--- src/rtl/i2cbo_pkg.sv ---
package i2cbo_pkg;
    localparam int LEN_W    = 3;
    localparam int NBYTES   = 1 << LEN_W;
    localparam int NWORDS   = NBYTES / 4;
    localparam int ADDR_W   = 10;
    localparam int CTRL_W   = 20;

    localparam int CB_WR    = 0;
    localparam int CB_RD    = 1;
    localparam int CB_ADDR  = 2;
    localparam int CB_TEN   = 12;
    localparam int CB_TXLEN = 13;
    localparam int CB_RXLEN = 16;
    localparam int CB_EN    = 19;

    localparam int OFF_TX    = 'hC0;
    localparam int OFF_RX    = 'hC8;
    localparam int OFF_CTRL  = 'hD0;
    localparam int OFF_STAT  = 'hD4;
    localparam int OFF_CAUSE = 'hD8;
    localparam int OFF_MASK  = 'hDC;

    typedef enum logic [2:0] {
        OP_NONE  = 3'd0,
        OP_START = 3'd1,
        OP_WRITE = 3'd2,
        OP_READ  = 3'd3,
        OP_STOP  = 3'd4
    } eng_op_t;

    typedef enum logic [3:0] {
        S_IDLE, S_START, S_ADDR1, S_ADDR2, S_RESTART,
        S_ADDR1R, S_TX, S_RX, S_STOP
    } seq_state_t;

    function automatic logic [7:0] ten_hdr(input logic [1:0] hi, input logic rd);
        return {5'b11110, hi, rd};
    endfunction
endpackage

--- src/rtl/i2cbo_seq.sv ---
module i2cbo_seq
    import i2cbo_pkg::*;
(
    input  logic                clk,
    input  logic                rst_n,
    input  logic                go,
    input  logic                go_rd,
    input  logic                go_ten,
    input  logic [ADDR_W-1:0]   go_addr,
    input  logic [LEN_W-1:0]    go_len,
    input  logic [8*NBYTES-1:0] tx_bytes,
    output logic                cmd_valid,
    output logic [2:0]          cmd_op,
    output logic [7:0]          cmd_byte,
    output logic                cmd_nack,
    input  logic                rsp_valid,
    input  logic                rsp_ack,
    input  logic [7:0]          rsp_byte,
    output logic                rx_we,
    output logic [LEN_W-1:0]    rx_idx,
    output logic [7:0]          rx_byte,
    output logic                done,
    output logic                fail,
    output logic                busy
);
    seq_state_t        state, nxt;
    logic              pend;
    logic [LEN_W-1:0]  idx, len_q;
    logic              rd_q, ten_q, err_q;
    logic [ADDR_W-1:0] addr_q;
    logic              step, last;

    assign step = pend && rsp_valid;
    assign last = (idx == len_q);

    // next-state logic
    always_comb begin
        nxt = state;
        unique case (state)
            S_IDLE:    if (go) nxt = S_START;
            S_START:   if (step) nxt = S_ADDR1;
            S_ADDR1:   if (step) begin
                           if (!rsp_ack)   nxt = S_STOP;
                           else if (ten_q) nxt = S_ADDR2;
                           else if (rd_q)  nxt = S_RX;
                           else            nxt = S_TX;
                       end
            S_ADDR2:   if (step) begin
                           if (!rsp_ack)  nxt = S_STOP;
                           else if (rd_q) nxt = S_RESTART;
                           else           nxt = S_TX;
                       end
            S_RESTART: if (step) nxt = S_ADDR1R;
            S_ADDR1R:  if (step) nxt = rsp_ack ? S_RX : S_STOP;
            S_TX:      if (step && (!rsp_ack || last)) nxt = S_STOP;
            S_RX:      if (step && last) nxt = S_STOP;
            S_STOP:    if (step) nxt = S_IDLE;
            default:   nxt = S_IDLE;
        endcase
    end

    // state register and datapath
    always_ff @(posedge clk or negedge rst_n) begin
        if (!rst_n) begin
            state  <= S_IDLE;
            pend   <= 1'b0;
            idx    <= '0;
            len_q  <= '0;
            rd_q   <= 1'b0;
            ten_q  <= 1'b0;
            err_q  <= 1'b0;
            addr_q <= '0;
        end else begin
            state <= nxt;
            if (cmd_valid)
                pend <= 1'b1;
            else if (rsp_valid)
                pend <= 1'b0;
            if (go && state == S_IDLE) begin
                idx    <= '0;
                len_q  <= go_len;
                rd_q   <= go_rd;
                ten_q  <= go_ten;
                addr_q <= go_addr;
                err_q  <= 1'b0;
            end else if (step) begin
                unique case (state)
                    S_ADDR1, S_ADDR2, S_ADDR1R:
                        if (!rsp_ack) err_q <= 1'b1;
                    S_TX: begin
                        if (!rsp_ack) err_q <= 1'b1;
                        else if (!last) idx <= idx + 1'b1;
                    end
                    S_RX:
                        if (!last) idx <= idx + 1'b1;
                    default: ;
                endcase
            end
        end
    end

    // outputs
    always_comb begin
        busy      = (state != S_IDLE);
        cmd_valid = busy && !pend;
        cmd_op    = OP_NONE;
        cmd_byte  = '0;
        cmd_nack  = 1'b0;
        unique case (state)
            S_IDLE: ;
            S_START, S_RESTART:
                cmd_op = OP_START;
            S_ADDR1: begin
                cmd_op   = OP_WRITE;
                cmd_byte = ten_q ? ten_hdr(addr_q[9:8], 1'b0) : {addr_q[6:0], rd_q};
            end
            S_ADDR2: begin
                cmd_op   = OP_WRITE;
                cmd_byte = addr_q[7:0];
            end
            S_ADDR1R: begin
                cmd_op   = OP_WRITE;
                cmd_byte = ten_hdr(addr_q[9:8], 1'b1);
            end
            S_TX: begin
                cmd_op   = OP_WRITE;
                cmd_byte = tx_bytes[{idx, 3'b000} +: 8];
            end
            S_RX: begin
                cmd_op   = OP_READ;
                cmd_nack = last;
            end
            S_STOP:
                cmd_op = OP_STOP;
            default: ;
        endcase
        rx_we   = step && (state == S_RX);
        rx_idx  = idx;
        rx_byte = rsp_byte;
        done    = step && (state == S_STOP);
        fail    = done && err_q;
    end
endmodule

--- src/rtl/i2cbo_regs.sv ---
module i2cbo_regs
    import i2cbo_pkg::*;
#(
    parameter int AW = 8
) (
    input  logic                clk,
    input  logic                rst_n,
    input  logic                we,
    input  logic [AW-1:0]       addr,
    input  logic [31:0]         wdata,
    output logic [31:0]         rdata,
    input  logic                busy,
    input  logic                rx_we,
    input  logic [LEN_W-1:0]    rx_idx,
    input  logic [7:0]          rx_byte,
    input  logic                done,
    input  logic                fail,
    output logic                go,
    output logic                go_rd,
    output logic                go_ten,
    output logic [ADDR_W-1:0]   go_addr,
    output logic [LEN_W-1:0]    go_len,
    output logic [8*NBYTES-1:0] tx_bytes,
    output logic [CTRL_W-1:0]   ctrl_q,
    output logic                cause_q,
    output logic                irq
);
    logic [31:0] tx_w [NWORDS];
    logic [7:0]  rx_b [NBYTES];
    logic        err_q, mask_q, wr_ctrl, kick;

    assign wr_ctrl = we && (addr == AW'(OFF_CTRL));
    assign kick    = wdata[CB_EN] && (wdata[CB_WR] ^ wdata[CB_RD]);
    assign go      = wr_ctrl && !busy && kick;
    assign go_rd   = wdata[CB_RD];
    assign go_ten  = wdata[CB_TEN];
    assign go_addr = wdata[CB_ADDR +: ADDR_W];
    assign go_len  = wdata[CB_RD] ? wdata[CB_RXLEN +: LEN_W] : wdata[CB_TXLEN +: LEN_W];
    assign irq     = cause_q && mask_q;

    for (genvar w = 0; w < NWORDS; w++) begin : g_pack
        assign tx_bytes[32*w +: 32] = tx_w[w];
    end

    always_ff @(posedge clk or negedge rst_n) begin
        if (!rst_n) begin
            ctrl_q  <= '0;
            err_q   <= 1'b0;
            cause_q <= 1'b0;
            mask_q  <= 1'b0;
            for (int w = 0; w < NWORDS; w++) tx_w[w] <= '0;
            for (int b = 0; b < NBYTES; b++) rx_b[b] <= '0;
        end else begin
            if (wr_ctrl && !busy)
                ctrl_q <= wdata[CTRL_W-1:0];
            for (int w = 0; w < NWORDS; w++)
                if (we && !busy && addr == AW'(OFF_TX + 4*w))
                    tx_w[w] <= wdata;
            if (go) begin
                for (int b = 0; b < NBYTES; b++) rx_b[b] <= '0;
            end else if (rx_we) begin
                rx_b[rx_idx] <= rx_byte;
            end
            if (go)
                err_q <= 1'b0;
            else if (done)
                err_q <= fail;
            if (done)
                cause_q <= 1'b1;
            else if (we && addr == AW'(OFF_CAUSE))
                cause_q <= wdata[0];
            if (we && addr == AW'(OFF_MASK))
                mask_q <= wdata[0];
        end
    end

    always_comb begin
        rdata = '0;
        if (addr == AW'(OFF_CTRL))  rdata[CTRL_W-1:0] = ctrl_q;
        if (addr == AW'(OFF_STAT))  rdata[0] = err_q;
        if (addr == AW'(OFF_CAUSE)) rdata[0] = cause_q;
        if (addr == AW'(OFF_MASK))  rdata[0] = mask_q;
        for (int w = 0; w < NWORDS; w++) begin
            if (addr == AW'(OFF_TX + 4*w)) rdata = tx_w[w];
            if (addr == AW'(OFF_RX + 4*w))
                rdata = {rx_b[4*w+3], rx_b[4*w+2], rx_b[4*w+1], rx_b[4*w]};
        end
    end
endmodule

--- src/rtl/i2c_burst_offload.sv ---
module i2c_burst_offload
    import i2cbo_pkg::*;
#(
    parameter int AW = 8
) (
    input  logic          clk,
    input  logic          rst_n,
    input  logic          reg_we,
    input  logic [AW-1:0] reg_addr,
    input  logic [31:0]   reg_wdata,
    output logic [31:0]   reg_rdata,
    output logic          irq,
    output logic          eng_cmd_valid,
    output logic [2:0]    eng_cmd_op,
    output logic [7:0]    eng_cmd_byte,
    output logic          eng_cmd_nack,
    input  logic          eng_rsp_valid,
    input  logic          eng_rsp_ack,
    input  logic [7:0]    eng_rsp_byte
);
    logic                go, go_rd, go_ten, seq_busy;
    logic [ADDR_W-1:0]   go_addr;
    logic [LEN_W-1:0]    go_len, rx_idx;
    logic [8*NBYTES-1:0] tx_bytes;
    logic                rx_we, done, fail, cause_q;
    logic [7:0]          rx_byte;
    logic [CTRL_W-1:0]   ctrl_q;

    i2cbo_regs #(.AW(AW)) u_regs (
        .clk(clk), .rst_n(rst_n), .we(reg_we), .addr(reg_addr), .wdata(reg_wdata),
        .rdata(reg_rdata), .busy(seq_busy), .rx_we(rx_we), .rx_idx(rx_idx),
        .rx_byte(rx_byte), .done(done), .fail(fail), .go(go), .go_rd(go_rd),
        .go_ten(go_ten), .go_addr(go_addr), .go_len(go_len), .tx_bytes(tx_bytes),
        .ctrl_q(ctrl_q), .cause_q(cause_q), .irq(irq)
    );

    i2cbo_seq u_seq (
        .clk(clk), .rst_n(rst_n), .go(go), .go_rd(go_rd), .go_ten(go_ten),
        .go_addr(go_addr), .go_len(go_len), .tx_bytes(tx_bytes),
        .cmd_valid(eng_cmd_valid), .cmd_op(eng_cmd_op), .cmd_byte(eng_cmd_byte),
        .cmd_nack(eng_cmd_nack), .rsp_valid(eng_rsp_valid), .rsp_ack(eng_rsp_ack),
        .rsp_byte(eng_rsp_byte), .rx_we(rx_we), .rx_idx(rx_idx), .rx_byte(rx_byte),
        .done(done), .fail(fail), .busy(seq_busy)
    );
endmodule

--- config.mk ---
export PLATFORM = sky130hd
export DESIGN_NAME = i2c_burst_offload
export DESIGN_NICKNAME = d
export VERILOG_FILES = /design/src/rtl/i2cbo_pkg.sv /design/src/rtl/i2cbo_seq.sv /design/src/rtl/i2cbo_regs.sv /design/src/rtl/i2c_burst_offload.sv
export SDC_FILE = /design/constraint.sdc
export NUM_CORES = 1
export LEC_CHECK = 0
export BUFFER_PORTS_ARGS = -buffer_cell sky130_fd_sc_hd__buf_2
export CORE_ASPECT_RATIO = 2
export CORE_MARGIN = 2
export CORE_UTILIZATION = 49
export CTS_BUF_LIST = sky130_fd_sc_hd__clkbuf_2 sky130_fd_sc_hd__clkbuf_4 sky130_fd_sc_hd__clkbuf_8
export CTS_CLUSTER_SIZE = 25
export DETAILED_ROUTE_END_ITERATION = 6
export GPL_ROUTABILITY_DRIVEN = 0
export PLACE_DENSITY_LB_ADDON = 0.12
export SETUP_SLACK_MARGIN = 0.2
export SLEW_MARGIN = 20
export SYNTH_ARGS = -nofsm -noshare
export SYNTH_HDL_FRONTEND = slang
export SYNTH_HIERARCHICAL = 1
export SYNTH_SLANG_ARGS = --single-unit
--- constraint.sdc ---
create_clock -name clk -period 3.09 [get_ports clk]
set_input_delay 0.1545 -clock clk [delete_from_list [all_inputs] [get_ports clk]]
set_output_delay 0.1545 -clock clk [all_outputs]
set_load 0.02 [all_outputs]
Word-level counts from Yosys, hierarchy flattened
Cells that the tools add are included.

Register bits: 175. Input port bits: 53. Output and inout bits: 46. Logic and storage cells: 142.

Add/subtract/negate cells: 1. $lt $le $gt $ge: 2. Equality and inequality tests: 28. Shift operators: 1. Mux-type cells: 49. Bitwise operators: 2. Reduce and logical (&&, ||, !) cells: 37.

Operator list (number): $mux W32 (4); $mux W64 (2); $bwmux W64 (1); $eq A8 B8 Y1 const B (8); $shiftx A64 B7 Y8 (1); $mux W4 (13); $pmux W4 S9 (1); $pmux W8 S4 (1); $demux W8 S3 (1); $mux W20 (1); $ne A2 B1 Y1 const B (10); $logic_and A1 B1 Y1 (19); $eq A4 B3 Y1 const B (4); $mux W8 (2); $mux W1 (15); $mux W3 (5); $pmux W3 S4 (1); $reduce_bool A2 Y1 (6); $reduce_and A9 Y1 (1); $eq A4 B2 Y1 const B (2); $pmux W3 S2 (1); $reduce_and A3 Y1 (2); $eq A4 B1 Y1 const B (1); $eq A4 B4 Y1 const B (1); 15 further kinds (17).

Longest topological paths before layout
Word-level depth: 9. Depth in mapped cells: 12. Mapped depth without buffers: 9.

Cells and area by module
The synthesis kept the hierarchy.

Modules (own cells, without submodules): i2cbo_regs (instances 1, cells an instance 683, area an instance 7589.8 um2, sequential area each 3778.6 um2); i2cbo_seq (instances 1, cells an instance 230, area an instance 2113.3 um2, sequential area each 600.6 um2).

Least setup slack after synthesis
Ideal clock, no wire load.

Path kind: register to register. Start: register u_seq.state[0]. End: register u_seq.state[3]. Library setup time: 0.128 ns. Arrival time: 2.190 ns. Data required time: 2.962 ns. Setup slack: 0.772 ns. Cell stages (with the launch flop): 12. Path buffers: 2. Period minus slack after synthesis: 2.318 ns. Path through: dfrtp_1 nor4_2 inv_1 nor2b_1 nand4_1 nor2_1 buf_4 buf_4 nand2_1 o211ai_1 nand3_2 mux2_1.

Longest elaborated chain between the ends: 6. Elaborated cells between the ends (all ways): 24. Classes of those cells: 17 x eq/ne; 1 x mux; 6 x reduce/logical.

RTL lines: from (decl) (line i2cbo_seq.sv:26) `seq_state_t state, nxt;`; from (signal assigned) (line i2cbo_seq.sv:74) `state <= nxt;`; $reduce_bool A4 Y1 (line i2cbo_seq.sv:104) `busy = (state != S_IDLE);`; via seq_busy (line i2c_burst_offload.sv:21) `logic go, go_rd, go_ten, seq_busy;`; $logic_not A1 Y1 (line i2cbo_regs.sv:34) `assign go = wr_ctrl && !busy && kick;`; $logic_and A1 B1 Y1 (2 in series) (line i2cbo_regs.sv:34); via go (line i2c_burst_offload.sv:21); $ne A2 B1 Y1 (no line); $reduce_and A9 Y1 (no line).

The timed path passes the listed nets, and every way through them passes these cells. A chain may end at the register's enable or synchronous reset.

Final worst setup path
Start: register u_seq.idx[0] (netlist: u_seq/rx_idx[0]). End: output eng_cmd_byte[4].

Longest elaborated chain between the ends: 2.

RTL lines: from (decl) (line i2cbo_seq.sv:28) `logic [LEN_W-1:0] idx, len_q;`; from (signal assigned) (line i2cbo_seq.sv:92) `else if (!last) idx <= idx + 1'b1;`; from (signal assigned) (line i2cbo_seq.sv:95) `if (!last) idx <= idx + 1'b1;`; $shiftx A64 B7 Y8 (line i2cbo_seq.sv:127) `cmd_byte = tx_bytes[{idx, 3'b000} +: 8];`; $pmux W8 S4 (line i2cbo_seq.sv:109) `unique case (state)`; to (decl) (line i2c_burst_offload.sv:15) `output logic [7:0] eng_cmd_byte,`.

No other way between the ends.

==> impl_metrics.json <==
{
  "areaGrowthSynthToFinish_pct": 12.6,
  "critPathKind": "flip-flop to output port",
  "cp_slowest_cell": "dfrtp_1",
  "switching_share_pct": 31.1,
  "clk_latency_ps": 490,
  "synth_edf_count": 0,
  "setup_viol": 0,
  "combPwrFrac_pct": 20.8,
  "cts_resized": 0,
  "rows": 72,
  "fin_nets": 1062,
  "viasPerCell": 5.80,
  "clockBufferDepth": 2,
  "syn_nets": 967,
  "antenna_found_initial": 0,
  "pwr-share-clk_pct": 28.8,
  "ir_drop_v": 0.000281,
  "start_kind": "flip-flop",
  "dp_slack_ps": 471,
  "setup_ws_ps": 347,
  "vias": 7421,
  "die_x_microns": 104,
  "hold_viol": 0,
  "endpoint_kind": "output port",
  "min_period_ps": 2740,
  "finClkSkew_ps": 10.6,
  "placed_cells": 1214,
  "status": "finished clean",
  "relSlewSlack_pct": 28.9,
  "ys_seq_area_share_pct": 45.1,
  "powerDensity_mw_per_mm2": 461,
  "tightest_slew_ps": 1070,
  "p_switching_uw": 1570,
  "final_cells": 1279,
  "clkTransAtPathRegs_ps": 90,
  "drc": 0,
  "post-route-util_pct": 56.4,
  "drt_iter0_drc": 569,
  "hold_slack_ps": 27.0,
  "finalCritPeriodShare_pct": 88.8,
  "num_antenna_cells": 0,
  "tns_ps": 0,
  "numClockSinks": 175,
  "ys_warn_count": 6,
  "cts_buffers": 17,
  "p_int_uw": 3470,
  "cts_tree": "yes",
  "rsz0062_at_grt": "no",
  "drv_slew": 0,
  "io_buffers": 98,
  "synth_area_sq_mm": 0.00970,
  "totalWireLength_microns": 30700,
  "synth-async-reset-ratio_pct": 100,
  "synthFlopType": "dfrtp_1",
  "cp_data_required_time_ps": 2940,
  "max_cap_violations": 0,
  "htreeDepth": 4,
  "grt_usage_pct": 30.1,
  "ctsRootBufferMaster": "clkbuf_8",
  "drive_above_1_share_pct": 29.3,
  "crit_path_cell_trace": "buf_4 -> mux4_2 -> mux2i_1 -> o22ai_1 -> buf_2",
  "ant_nets": 0,
  "ys_types": 65,
  "use_met1_pct": 32.4,
  "gr-usage-met3_pct": 4.24,
  "dr.pass1.iters": 7,
  "holdCritPathClass": "input port to flip-flop",
  "synth_cells": 913,
  "grt_pass1_vias": 7649,
  "grt_pass1_wl_microns": 46700,
  "start_util_pct": 50.1,
  "met2_usage_pct": 54.3,
  "syn_avg_cell_area_sq_um": 10.6,
  "grt_max_degree": 80,
  "p_leak_uw": 0.00520,
  "ys_ff_latch": 175,
  "design.core.area_sq_mm": 0.0194,
  "overflow": 0,
  "worstPathArrival_ps": 2590,
  "slowest_delay_ps": 560,
  "fmax_mhz": 365,
  "grt.busiest_layer": "met2",
  "cts_setup_buffers": 0,
  "die-area_sq_mm": 0.0210,
  "cp_max_fo": 11,
  "io_pins": 99,
  "dp_hpwl_microns": 23100,
  "seq_power_share_pct": 50.4,
  "die_h_microns": 203,
  "wl_per_cell_microns": 24.0
}
==> kinds of logic (layout without fill, tap and decap cells) <==
logic type | after synthesis | after routing | synth area share, %
muxes | 182 | 182 | 24.2
buffers and inverters | 91 | 198 | 5.54
AOI/OAI and AO/OA | 144 | 144 | 9.44
and+or+nand+nor | 314 | 314 | 14.4
xor gates and xnor gates | 6 | 6 | 1.12
adders and majority gates | 1 | 1 | 0.129
DFF | 175 | 175 | 45.1
==> stage by stage <==
stage / total power [uW] / cell area, sq um
global route: 5260 / 10900
CTS: 5070 / 10900
finish: 5040 / 10900
floorplan: 3220 / 9700
global placement: 3580 / 10200
detailed placement: 3600 / 10200
==> worst max-delay path: cells and delay by family (launching register included) <==
kind / cells / cell delay [ps]
multiplexers: 2 / 930
flip-flops: 1 / 560
buffers and inverters: 2 / 460
AO/OA/AOI/OAI: 1 / 150
==> cells in the mapped netlist (5+ instances only) <==
library cell | number | area share, %
buf_6 | 8 | 0.93
mux2_4 | 30 | 4.6
mux4_2 | 16 | 3.7
and2_1 | 6 | 0.39
nand2_1 | 158 | 6.1
mux2i_1 | 55 | 5.7
a22o_1 | 5 | 0.45
a21oi_1 | 64 | 3.3
a22oi_1 | 11 | 0.85
mux2_1 | 5 | 0.58
mux2_2 | 71 | 8.2
a221oi_1 | 6 | 0.54
a32o_1 | 8 | 0.83
o22a_1 | 6 | 0.54
nand4_1 | 5 | 0.32
buf_2 | 22 | 1.1
nor2_1 | 94 | 3.6
mux4_1 | 5 | 1.4
buf_1 | 10 | 0.39
buf_4 | 29 | 2.2
dfrtp_1 | 175 | 45
inv_1 | 6 | 0.23
o21ai_0 | 20 | 1.0
nor3_1 | 6 | 0.31
o22ai_1 | 6 | 0.39
clkbuf_1 | 15 | 0.58
==> flip-flops by register name, indices dropped and copies added (netlist names) <==
signal / flops
u_seq/addr_q: 10
u_seq/pend: 1
u_seq/rd_q: 1
u_regs/cause_q: 1
u_seq/len_q: 3
u_seq/err_q: 1
u_seq/rx_idx: 3
u_regs/tx_bytes: 64
u_regs/ctrl_q: 20
u_regs/rx_b: 64
u_regs/mask_q: 1
u_seq/ten_q: 1
u_regs/err_q: 1
u_seq/state: 4
==> path summary, 6_finish.rpt <==
path,from,to,slack [ps],depth (start not counted)
setup / recovery,u_seq/rx_idx[0]$_DFFE_PN0P_,eng_cmd_byte[4],350,5
hold / removal,eng_rsp_byte[3],u_regs/rx_b[11]$_DFFE_PN0P_,30,3
setup reg to reg,u_seq/state[3]$_DFFE_PN0P_,u_regs/rx_b[28]$_DFFE_PN0P_,370,9
hold reg to reg,u_seq/addr_q[8]$_DFFE_PN0P_,u_seq/addr_q[8]$_DFFE_PN0P_,480,2
max in group asynchronous,rst_n,u_regs/ctrl_q[13]$_DFFE_PN0P_,1930,3
min in group asynchronous,rst_n,u_regs/ctrl_q[18]$_DFFE_PN0P_,270,2
==> power by group through the flow <==
stage                     registers [uW]  clock network (uW)  logic, uW
after floorplan                     2530                   0        689
after global placement              2580                   0        998
after detailed placement            2580                   0       1010
after CTS                           2540                1490       1050
after global routing                2560                1570       1130
final                               2540                1450       1050
==> cell type report <==
class | count | area, sq um
fill | 1741 | 8440
multi-input combinational | 647 | 4790
sequential | 175 | 4380
timing repair buffer | 160 | 1060
tap | 259 | 324
clock buffer | 24 | 305
clock inverter | 7 | 37.5
inverter | 7 | 26.3
==> layout by cell type (no fill, tap or decap), drive strengths merged, types with 4 or more instances in the layout <==
master / Yosys / final
dfrtp: 175 / 175
nand2: 159 / 159
buf: 69 / 126
mux2: 106 / 106
nor2: 99 / 99
a21oi: 64 / 64
mux2i: 55 / 55
dlygate4sd3: 0 / 34
clkbuf: 15 / 24
o21ai: 24 / 24
mux4: 21 / 21
a22oi: 11 / 11
a32o: 8 / 8
nor3: 8 / 8
inv: 7 / 7
clkinv: 0 / 6
o22a: 6 / 6
a221oi: 6 / 6
o22ai: 6 / 6
and2: 6 / 6
nand4: 5 / 5
a22o: 5 / 5
nand3: 5 / 5
nor4: 5 / 5
nor2b: 4 / 4
or2: 4 / 4
o211ai: 4 / 4
==> metal layers <==
layer | vias up | part of all wire [%]
met5 | - | 0
met1 | 3730 | 36
met2 | 234 | 53
li1 | 3377 | -
met4 | 0 | 7.1
met3 | 80 | 3.6
==> timing repair <==
| item | 4_1_cts | 5_1_grt |
|---|---|---|
| hold buffers | 33 | 1 |
| endpoints found under the setup margin | 0 | 0 |
| endpoints found under the hold margin | 153 | 1 |
Note: power is estimated with default switching activity, not from simulation.
